## config.mk

```make
export PLATFORM = sky130hd
export DESIGN_NAME = ipi_core_bank
export DESIGN_NICKNAME = d
export VERILOG_FILES = /design/src/rtl/ipi_bank_pkg.sv /design/src/rtl/ipi_addr_decode.sv /design/src/rtl/ipi_mbox_words.sv /design/src/rtl/ipi_status_ctrl.sv /design/src/rtl/ipi_core_bank.sv
export SDC_FILE = /design/constraint.sdc
export NUM_CORES = 1
export LEC_CHECK = 0
export BUFFER_PORTS_ARGS = -buffer_cell sky130_fd_sc_hd__buf_4
export CAP_MARGIN = 5
export CELL_PAD_IN_SITES_DETAIL_PLACEMENT = 1
export CELL_PAD_IN_SITES_GLOBAL_PLACEMENT = 2
export CORE_AREA = 2 2 246 248
export CTS_CLUSTER_SIZE = 40
export DETAILED_ROUTE_END_ITERATION = 6
export DIE_AREA = 0 0 248 250
export GPL_ROUTABILITY_DRIVEN = 0
export PLACE_DENSITY = 0.71
export REMOVE_ABC_BUFFERS = 1
export SKIP_LAST_GASP = 1
export SLEW_MARGIN = 5
export SYNTH_ARGS = -nofsm -noshare
export SYNTH_HDL_FRONTEND = slang
export SYNTH_HIERARCHICAL = 1
export SYNTH_SLANG_ARGS = --single-unit
export TNS_END_PERCENT = 100
```

## constraint.sdc

```tcl
create_clock -name clk -period 5.95 [get_ports clk]
set_input_delay 1.19 -clock clk [delete_from_list [all_inputs] [get_ports clk]]
set_output_delay 1.19 -clock clk [all_outputs]
set_load 0.02 [all_outputs]
```

## src/rtl/ipi_bank_pkg.sv

```systemverilog
package ipi_bank_pkg;
  typedef enum logic [2:0] {
    TGT_STATUS = 3'd0,
    TGT_ENABLE = 3'd1,
    TGT_SET    = 3'd2,
    TGT_CLEAR  = 3'd3,
    TGT_MBOX   = 3'd4,
    TGT_NONE   = 3'd5
  } ipi_tgt_e;

  localparam int DECODE_BITS = 8;
endpackage

```

## src/rtl/ipi_addr_decode.sv

```systemverilog
module ipi_addr_decode
  import ipi_bank_pkg::*;
#(
  parameter int ADDR_W     = 12,
  parameter int MBOX_WORDS = 8,
  parameter int MBOX_BASE  = 32,
  parameter int IDX_W      = 3
) (
  input  logic [ADDR_W-1:0] addr,
  output ipi_tgt_e          tgt,
  output logic [IDX_W-1:0]  idx
);
  localparam logic [8:0] WIN_LO = 9'(MBOX_BASE);
  localparam logic [8:0] WIN_HI = 9'(MBOX_BASE + 4 * MBOX_WORDS);

  logic [DECODE_BITS-1:0] off;
  logic [DECODE_BITS-1:0] rel;

  assign off = addr[DECODE_BITS-1:0];
  assign rel = off - WIN_LO[DECODE_BITS-1:0];
  assign idx = rel[2 +: IDX_W];

  always_comb begin
    if ({1'b0, off} >= WIN_LO && {1'b0, off} < WIN_HI) begin
      tgt = TGT_MBOX;
    end else begin
      case (off[DECODE_BITS-1:2])
        6'd0:    tgt = TGT_STATUS;
        6'd1:    tgt = TGT_ENABLE;
        6'd2:    tgt = TGT_SET;
        6'd3:    tgt = TGT_CLEAR;
        default: tgt = TGT_NONE;
      endcase
    end
  end
endmodule

```

## src/rtl/ipi_mbox_words.sv

```systemverilog
module ipi_mbox_words #(
  parameter int DATA_W = 32,
  parameter int DEPTH  = 8,
  parameter int IDX_W  = 3
) (
  input  logic              clk,
  input  logic              rst,
  input  logic              we,
  input  logic [IDX_W-1:0]  idx,
  input  logic [DATA_W-1:0] wdata,
  output logic [DATA_W-1:0] rdata
);
  logic [DATA_W-1:0] word_q [DEPTH];

  for (genvar g = 0; g < DEPTH; g++) begin : g_word
    always_ff @(posedge clk) begin
      if (rst) begin
        word_q[g] <= '0;
      end else if (we && idx == IDX_W'(g)) begin
        word_q[g] <= wdata;
      end
    end
  end

  always_ff @(posedge clk) begin
    if (rst) begin
      rdata <= '0;
    end else begin
      rdata <= word_q[idx];
    end
  end
endmodule

```

## src/rtl/ipi_status_ctrl.sv

```systemverilog
module ipi_status_ctrl #(
  parameter int DATA_W = 32
) (
  input  logic              clk,
  input  logic              rst,
  input  logic              set_we,
  input  logic              clr_we,
  input  logic              en_we,
  input  logic [DATA_W-1:0] wdata,
  output logic [DATA_W-1:0] status,
  output logic [DATA_W-1:0] enable,
  output logic              irq
);
  logic [DATA_W-1:0] st_after_set;
  logic [DATA_W-1:0] st_after_clr;
  logic              raise;
  logic              lower;

  assign st_after_set = status | wdata;
  assign st_after_clr = status & ~wdata;
  assign raise = set_we && (st_after_set != '0) && ((st_after_set & enable) != '0);
  assign lower = clr_we && (st_after_clr == '0) && (enable != '0);

  always_ff @(posedge clk) begin
    if (rst) begin
      status <= '0;
      enable <= '0;
      irq    <= 1'b0;
    end else begin
      if (set_we) begin
        status <= st_after_set;
      end else if (clr_we) begin
        status <= st_after_clr;
      end
      if (en_we) begin
        enable <= wdata;
      end
      if (raise) begin
        irq <= 1'b1;
      end else if (lower) begin
        irq <= 1'b0;
      end
    end
  end
endmodule

```

## src/rtl/ipi_core_bank.sv

```systemverilog
module ipi_core_bank
  import ipi_bank_pkg::*;
#(
  parameter int ADDR_W     = 12,
  parameter int DATA_W     = 32,
  parameter int MBOX_WORDS = 8,
  parameter int MBOX_BASE  = 32
) (
  input  logic              clk,
  input  logic              rst,
  input  logic [ADDR_W-1:0] addr,
  input  logic              wr_en,
  input  logic [DATA_W-1:0] wr_data,
  output logic [DATA_W-1:0] rd_data,
  output logic              irq,
  output logic              wr_err
);
  localparam int IDX_W = (MBOX_WORDS > 1) ? $clog2(MBOX_WORDS) : 1;

  ipi_tgt_e          tgt;
  ipi_tgt_e          sel_q;
  logic [IDX_W-1:0]  idx;
  logic [DATA_W-1:0] status;
  logic [DATA_W-1:0] enable;
  logic [DATA_W-1:0] reg_q;
  logic [DATA_W-1:0] mb_rdata;

  ipi_addr_decode #(
    .ADDR_W(ADDR_W), .MBOX_WORDS(MBOX_WORDS), .MBOX_BASE(MBOX_BASE), .IDX_W(IDX_W)
  ) u_dec (
    .addr(addr), .tgt(tgt), .idx(idx)
  );

  ipi_status_ctrl #(.DATA_W(DATA_W)) u_stat (
    .clk(clk), .rst(rst),
    .set_we(wr_en && tgt == TGT_SET),
    .clr_we(wr_en && tgt == TGT_CLEAR),
    .en_we(wr_en && tgt == TGT_ENABLE),
    .wdata(wr_data),
    .status(status), .enable(enable), .irq(irq)
  );

  ipi_mbox_words #(.DATA_W(DATA_W), .DEPTH(MBOX_WORDS), .IDX_W(IDX_W)) u_mbox (
    .clk(clk), .rst(rst),
    .we(wr_en && tgt == TGT_MBOX),
    .idx(idx), .wdata(wr_data), .rdata(mb_rdata)
  );

  always_ff @(posedge clk) begin
    if (rst) begin
      sel_q  <= TGT_NONE;
      reg_q  <= '0;
      wr_err <= 1'b0;
    end else begin
      sel_q  <= tgt;
      reg_q  <= (tgt == TGT_STATUS) ? status : enable;
      wr_err <= wr_en && (tgt == TGT_STATUS || tgt == TGT_NONE);
    end
  end

  always_comb begin
    case (sel_q)
      TGT_STATUS, TGT_ENABLE: rd_data = reg_q;
      TGT_MBOX:               rd_data = mb_rdata;
      default:                rd_data = '0;
    endcase
  end
endmodule

```

==> run summary, run 1 <==
The flow ran to the end, and the final reports show no timing, DRC or antenna violations. The wire length reported by the detailed router is 54000 um, and the post-route total power is 6.11 mW. The delay of the slowest cell on the worst path works out to 0.59 ns. The critical path contains buffers and inverters numbering 3 combined. The largest total area in the synthesized netlist belongs to sky130_fd_sc_hd__edfxtp_1.

The final clock skew was 0.0123 ns; the via count of the first global-routing pass was 12800. The run gives 0.586 as the sequential area share after synthesis. The required time at the endpoint of the critical path was 6.38 ns. The top fanout value on the critical path was 41.

The tools report the placement-stage worst setup slack as 1.69 ns. The library cells used most frequently in the layout, excluding fill and tap cells, are sky130_fd_sc_hd__and2_1 (256), sky130_fd_sc_hd__edfxtp_1 (256), sky130_fd_sc_hd__dfxtp_1 (131), sky130_fd_sc_hd__buf_4 (106), sky130_fd_sc_hd__nor2_1 (67). Post-CTS timing repair inserted 0 buffers for setup. The number of hold-slack violations in the final timing report came out at 0. In this run, CTS created clock tree buffers numbering 45. The tools report the worst-skew pair later-pin latency as 0.58 ns. The area share of the largest cell type after synthesis was 0.435; the starting density of the core was 0.297.

Grouping stages by cell kind, the critical path spends the most delay in simple AND/OR/NAND/NOR gates. The die covers 0.0620 mm^2. I/O pin count: 81.

The clock transition at the register clock pins on the worst setup and hold paths after CTS works out to 0.05 ns. Cell with the biggest individual delay on the critical path: sky130_fd_sc_hd__nor2_4. Width of the die: 248 um. The net count of the finished layout is 1567.

The fraction of layout cells with a size suffix above 1 is 0.179. The worst setup path is launched from an input port. Timing would allow up to 269 MHz.

Counting along the longest clock path gives a buffer depth of 3. The first-pass GRT wire length is 81400 um. The worst hold path belongs to the class reg2reg. Yosys attributes the largest share of cell area to sky130_fd_sc_hd__edfxtp_1 (43%), sky130_fd_sc_hd__dfxtp_1 (15%), sky130_fd_sc_hd__and2_1 (9.1%). In this run, the number of DRC markers left after iteration 0 of detailed routing was 658. The port buffer count works out to 74.

A synthesized cell averages 11.9 um^2. Compared with the post-synthesis result, the final layout area differs by 16.2%. The overall fraction of global-route tracks in use is 0.175, and the share of the cycle needed by the critical path after routing is 0.624. The run gives 0.145 mV as the worst vdd rail ir drop. The final core utilization was 0.345; the placed wire-length estimate after detailed placement was 34100 um.

In this run the cell area of the synthesized design comes to 0.0177 mm^2. The placement row count was 90; the max-capacitance violation count was 0. With fillers left out, the area of the finished cells amounts to 0.0205 mm^2. TritonCTS built the clock tree. After detailed routing, the number of remaining DRC violations is 0. The instance count after placement with tap cells included is 2255, and the measured slew at the worst slew-check pin is 0.970 ns. The routed layout has 11900 vias.

Post-CTS repair changed the size of 0 cells. For this run, the detailed router's first-pass iteration total came to 5. The number of antenna violations at the first check in global routing is 1, and the detail-routed net length per standard cell is 23.1 um. The run gives 2339 as the filler-free cell count of the finished design. In this run the static leakage power is 6.83 nW.

The placed cell area was 0.0191 mm^2; the power per cell area was 297 mW/mm^2. The synthesis warning total was 6. The tools report the worst slew margin relative to its limit as 0.353.

Data on the critical path arrives at its endpoint at 4.15 ns. Synthesis inferred 389 register bits. Yosys mapped the design onto 47 distinct sky130hd cell types. The post-route minimum period is 3.71 ns. The gate count after technology mapping is 1480.

The total of hold buffers inserted after clock tree synthesis was 0. The critical path in this run is classified as in2reg. Summed over all layers, the global routing overflow is 0. The CTS root buffer is sky130_fd_sc_hd__clkbuf_16. Endpoint type of the worst setup path: a register.

Entering global routing, the biggest net connects 70 pins. Setup repair after global routing left no endpoint under its margin. The core box area came out at 0.0596 mm^2.

The count of final max-slew check failures was 0. The clock drives 389 sinks. The die is 250 um tall. Setup violations remaining at the end of the flow were counted as 0. The repair_antennas step left the layout with diodes totalling 0. The final worst slack was 2.24 ns; the maximum level of the CTS H-tree was 2. The critical path goes through buf_4 -> or4_4 -> nor2_4 -> nand2b_1 -> nor3b_1 -> buf_4 -> or3b_4 -> nor2_4 -> buf_12 -> and2_1. The count of nets left with antenna violations after detail routing is 0, and the average vias per placed instance is 5.11.
cells in the mapped netlist, drive strengths merged:
| master | n |
|---|---|
| mux4 | 32 |
| dfxtp | 133 |
| a21o | 2 |
| o31ai | 32 |
| mux2i | 32 |
| xor2 | 1 |
| nor3 | 35 |
| a31o | 3 |
| nor4 | 29 |
| inv | 31 |
| edfxtp | 256 |
| nand3b | 33 |
| nand2b | 35 |
| o22ai | 42 |
| a21oi | 64 |
| mux2 | 32 |
| nand2 | 35 |
| nor3b | 3 |
| o21bai | 4 |
| or4 | 1 |
| o21ai | 34 |
| or4b | 32 |
| nor2 | 76 |
| nor2b | 40 |
| nand4 | 15 |
| o2111a | 1 |
| a211oi | 32 |
| clkbuf | 77 |
| buf | 42 |
| and2 | 256 |
| a222oi | 1 |
| or2 | 3 |
| a2111oi | 3 |
| a22oi | 32 |
| or3b | 1 |
registers in the layout, summed over array words and instances, names as in the netlist, named ones only:
| name | flops |
|---|---|
| reg_q | 32 |
| sel_q | 3 |
| u_mbox/rdata | 32 |
| u_mbox/word_q | 256 |
| u_stat/enable | 32 |
| u_stat/irq | 1 |
| wr_err | 1 |
metal layers:
metal,vias to the layer above,part of all wire,global-route usage
met4,0,0.018,0.0417
met1,6159,0.45,0.236
li1,5515,-,-
met2,200,0.49,0.296
met5,-,0,0
met3,68,0.037,0.0254
worst register-to-register path, cell delays in order, from the launching register on:
cell                        delay [ns]
sky130_fd_sc_hd__dfxtp_1          0.35
sky130_fd_sc_hd__nor4_1           0.45
sky130_fd_sc_hd__nand4_1          0.20
sky130_fd_sc_hd__nor4_1           0.41
sky130_fd_sc_hd__a2111oi_0        0.12
sky130_fd_sc_hd__a31o_1           0.22
path summary, 6_finish.rpt:
kind                           from             endpoint  slack, ns  cells after the start
setup / recovery            addr[4]  u_mbox/word_q[5][1]       2.24                     10
hold / removal    u_stat/enable[12]            reg_q[12]       0.52                      2
setup reg to reg           register           u_stat/irq       4.09                      5
hold reg to reg   u_stat/enable[12]            reg_q[12]       0.52                      2
cell families (layout without fill, tap and decap cells):
kind of cell,Yosys count,count (layout),share of synthesized area
muxes,96,96,0.0793
DFF,389,389,0.586
and+or+nand+nor,594,594,0.205
buffers and inverters,150,227,0.0384
xor gates and xnor gates,1,1,0.000496
AOI/OAI and AO/OA,250,250,0.0908
area by class of cell:
type | instances | area, um^2
Fill cell | 6394 | 39000
Sequential cell | 389 | 10400
Multi-Input combinational cell | 941 | 6730
Clock buffer | 65 | 1340
Tap cell | 782 | 978
Timing Repair Buffer | 112 | 916
Inverter | 31 | 116
Clock inverter | 19 | 111
metrics by stage:
| stage | setup TNS (ns) | hold WS [ns] |
|---|---|---|
| final | 0 | 0.524 |
| after detailed placement | 0 | 0.514 |
| after global routing | 0 | 0.540 |
| after floorplan | -206.85 | 0.464 |
| after global placement | 0 | 0.505 |
| after CTS | 0 | 0.528 |
report_power, final:
group	total (mW)	internal (mW)	switching [mW]
registers	3.03	2.99	0.0354
clock network	2.69	1.56	1.12
logic	0.391	0.140	0.251
total	6.11	4.70	1.41
Power figures use the tool's default switching activity.
==> run 2: changes to the inputs <==
==> constraint.sdc (replaced) <==
create_clock -name clk -period 3.73 [get_ports clk]
set_input_delay 0.746 -clock clk [delete_from_list [all_inputs] [get_ports clk]]
set_output_delay 0.746 -clock clk [all_outputs]
set_load 0.02 [all_outputs]
==> run 2 against run 1 <==
Compared with the run above:
- first-iteration DRC count up 12%
- total power up 55%
- clock-buffer cell count down 9
- clock power up 48%
- utilization is 0.30 points lower
- global-route usage rose by 0.052 points
- via count grew 0.49%
- worst hold slack better by 0.0020 ns
- combinational power rose by 60%
- sequential cell count did not move
- wire length rose by 0.76%
- sequential share of layout area up 0.44 points
- largest power group unchanged
==> run summary, run 2 (synthesis results as in run 1) <==
The floorplan step set the die width to 248 um. Cell with the biggest individual delay on the critical path: sky130_fd_sc_hd__dfxtp_2. The signed area change from the synthesized netlist to the final layout is 15.2%.

The tools report the overall fraction of global-route tracks in use as 0.176. Power spread over the standard cell area amounts to 464 mW/mm^2. The worst setup path is launched from a register. Ranked by flip-flop count, first place goes to u_mbox/word_q. Setup repair after global routing left no endpoint under its margin. Entering global routing, the biggest net connects 129 pins.

The post-route minimum period was 3.13 ns; the final clock skew was 0.0143 ns. The signal on the critical path passes through buf_4 -> nand3b_1 -> a21oi_1 -> buf_4. The I/O pin count is 81, and the total of hold buffers inserted after clock tree synthesis is 0.

Among cell families on the critical path, the largest total delay comes from flip-flops. The core box area is 0.0596 mm^2, and the maximum clock insertion buffer count is 3. Worst slew margin relative to its limit: 0.242.

At the placement stage, the worst setup path has a slack of 0.311 ns. The first global-routing pass estimated 81400 um of wire. The diode insertion count for antenna repair was 0. TritonCTS built the clock tree. The startpoint identified for the worst hold timing path is u_stat/enable[29]. Flip-flop count of the largest register after layout: 256. In this run, post-CTS repair resized a total of 0 instances. Dividing the detail-routed via count by the number of cells gives 5.14. The via count of the first global-routing pass is 12700. Adding up every negative setup slack in the final design gives 0 ns. The number of antenna violations at the first check in global routing was 2; the height of the die was 250 um.

Port buffer count: 74. The run gives 0 as the count of nets left with antenna violations after detail routing. For this run, the detailed router's first-pass iteration total came to 5.

After detailed placement, the design holds a cell count of 2253. Once detailed placement completed, the half-perimeter wirelength came to 33400 um. The fraction of layout cells with a size suffix above 1 was 0.171; the detail-routed net length per standard cell was 23.3 um. After floorplanning, the core was divided into 90 placement rows.

The first routing iteration left 736 violations. Setup violations remaining at the end of the flow were counted as 0. The top fanout value on the critical path is 47, and the maximum level of the CTS H-tree is 2. The kind of path behind the tightest hold check is reg2reg.

The layout has 6378 filler cells. In this run the power spent charging and discharging nets is 2.21 mW. The switching part of the total power came out at 0.234.

The run gives 0.297 as the starting density of the core. After detailed placement, the total cell area comes to 0.0191 mm^2. VDD sags by at most 0.238 mV. For the worst-skew pair, the clock arrives at the later sink with an insertion delay of 0.57 ns. At the pin with the least slew margin, the transition time is 1.14 ns.

The overall overflow remaining after global route came out at 0. The die covers 0.0620 mm^2. The routed layout has 12000 vias. The cell that appears most often on the critical path is sky130_fd_sc_hd__buf_4. The data arrival at the endpoint of the critical path was 2.38 ns; the total non-filler cell area in the finished layout was 0.0204 mm^2. The sequential share of power came out at 0.511.

The final worst slack was 0.599 ns; the share of the cycle needed by the critical path after routing was 0.839. Counting the buffers created by CTS gives 43. The tools report the leakage dissipation as 6.74 nW. The run finished with clean final reports.

The delay of the slowest cell on the worst path is 1.05 ns. For the number of hold-slack violations in the final timing report, the log shows 0. Total power for the finished layout comes to 9.45 mW. The tools report the filler-free cell count of the finished design as 2333.

Path type of the worst setup path: reg2out. Timing would allow up to 319 MHz. CTS placed an instance of sky130_fd_sc_hd__clkbuf_16 at the clock tree root.

The library cells used most frequently in the layout, excluding fill and tap cells, are sky130_fd_sc_hd__and2_1 (256), sky130_fd_sc_hd__edfxtp_1 (256), sky130_fd_sc_hd__dfxtp_1 (131), sky130_fd_sc_hd__buf_4 (105), sky130_fd_sc_hd__nor2_1 (67). For the proportion of power drawn by the clock network, the log shows 0.423. The tools report the total setup buffers inserted after CTS as 0. The tools report the fraction of power consumed by combinational cells as 0.066.

Max-cap violations in this run came to 0. The worst setup path is captured at an output port. Tracing the worst setup path back leads to its startpoint at sel_q[2].

In the routed design, unresolved DRC markers number 0. Clock transition at the register clock pins on the worst setup and hold paths after CTS: 0.06 ns. For this block, the routed nets add up to 54500 um of wire. The run gives 1563 as the net count reported at finish. For the cell internal power dissipation, the log shows 7.24 mW.

The clock drives 389 sinks. The count of final max-slew check failures was 0; the required time at the endpoint of the critical path was 2.98 ns. The sum of buffers and inverters on the critical path works out to 2.
run 2: worst paths after layout:
| check | endpoint | cells past startpoint | slack, ns |
|---|---|---|---|
| setup / recovery | rd_data[26] | 4 | 0.60 |
| hold / removal | reg_q[29] | 2 | 0.53 |
| setup reg to reg | u_stat/irq | 5 | 1.84 |
| hold reg to reg | reg_q[29] | 2 | 0.53 |
run 2: metal layers:
layer,up-vias,track usage,wire [um]
met1,6225,0.232,24700
met3,64,0.0263,2020
met2,208,0.300,26800
met5,-,0,0
met4,0,0.0447,984
li1,5503,-,-
run 2: area by class of cell:
cell class,instances,area (um^2),share of cell area
sequential,389,10400,0.508
multi-input combinational,941,6730,0.331
clock buffer,56,1140,0.0562
tap,782,978,0.0480
timing repair buffer,110,888,0.0436
clock inverter,24,153,0.00750
inverter,31,116,0.00571
run 2: power groups by stage:
| stage | sequential [mW] | clock [mW] | combinational [mW] |
|---|---|---|---|
| after floorplan | 4.90 | 0 | 0.285 |
| after global placement | 4.91 | 0 | 0.616 |
| after detailed placement | 4.93 | 0 | 0.632 |
| after CTS | 4.84 | 4.10 | 0.635 |
| after global routing | 4.85 | 4.25 | 0.676 |
| final | 4.83 | 3.99 | 0.625 |
run 2: worst register-to-register path, delay by kind of cell, from the launching register on:
family | cells | cell delay, ns
AO/OA/AOI/OAI | 2 | 0.32
flip-flops | 1 | 0.36
AND/OR/NAND/NOR | 3 | 1.11
run 2: metrics by stage:
step           hold slack [ns]  utilization
6_report                 0.526        0.342
5_1_grt                  0.538        0.342
4_1_cts                  0.505        0.342
3_5_place_dp             0.510        0.320
3_3_place_gp             0.509        0.320
2_1_floorplan            0.464            -
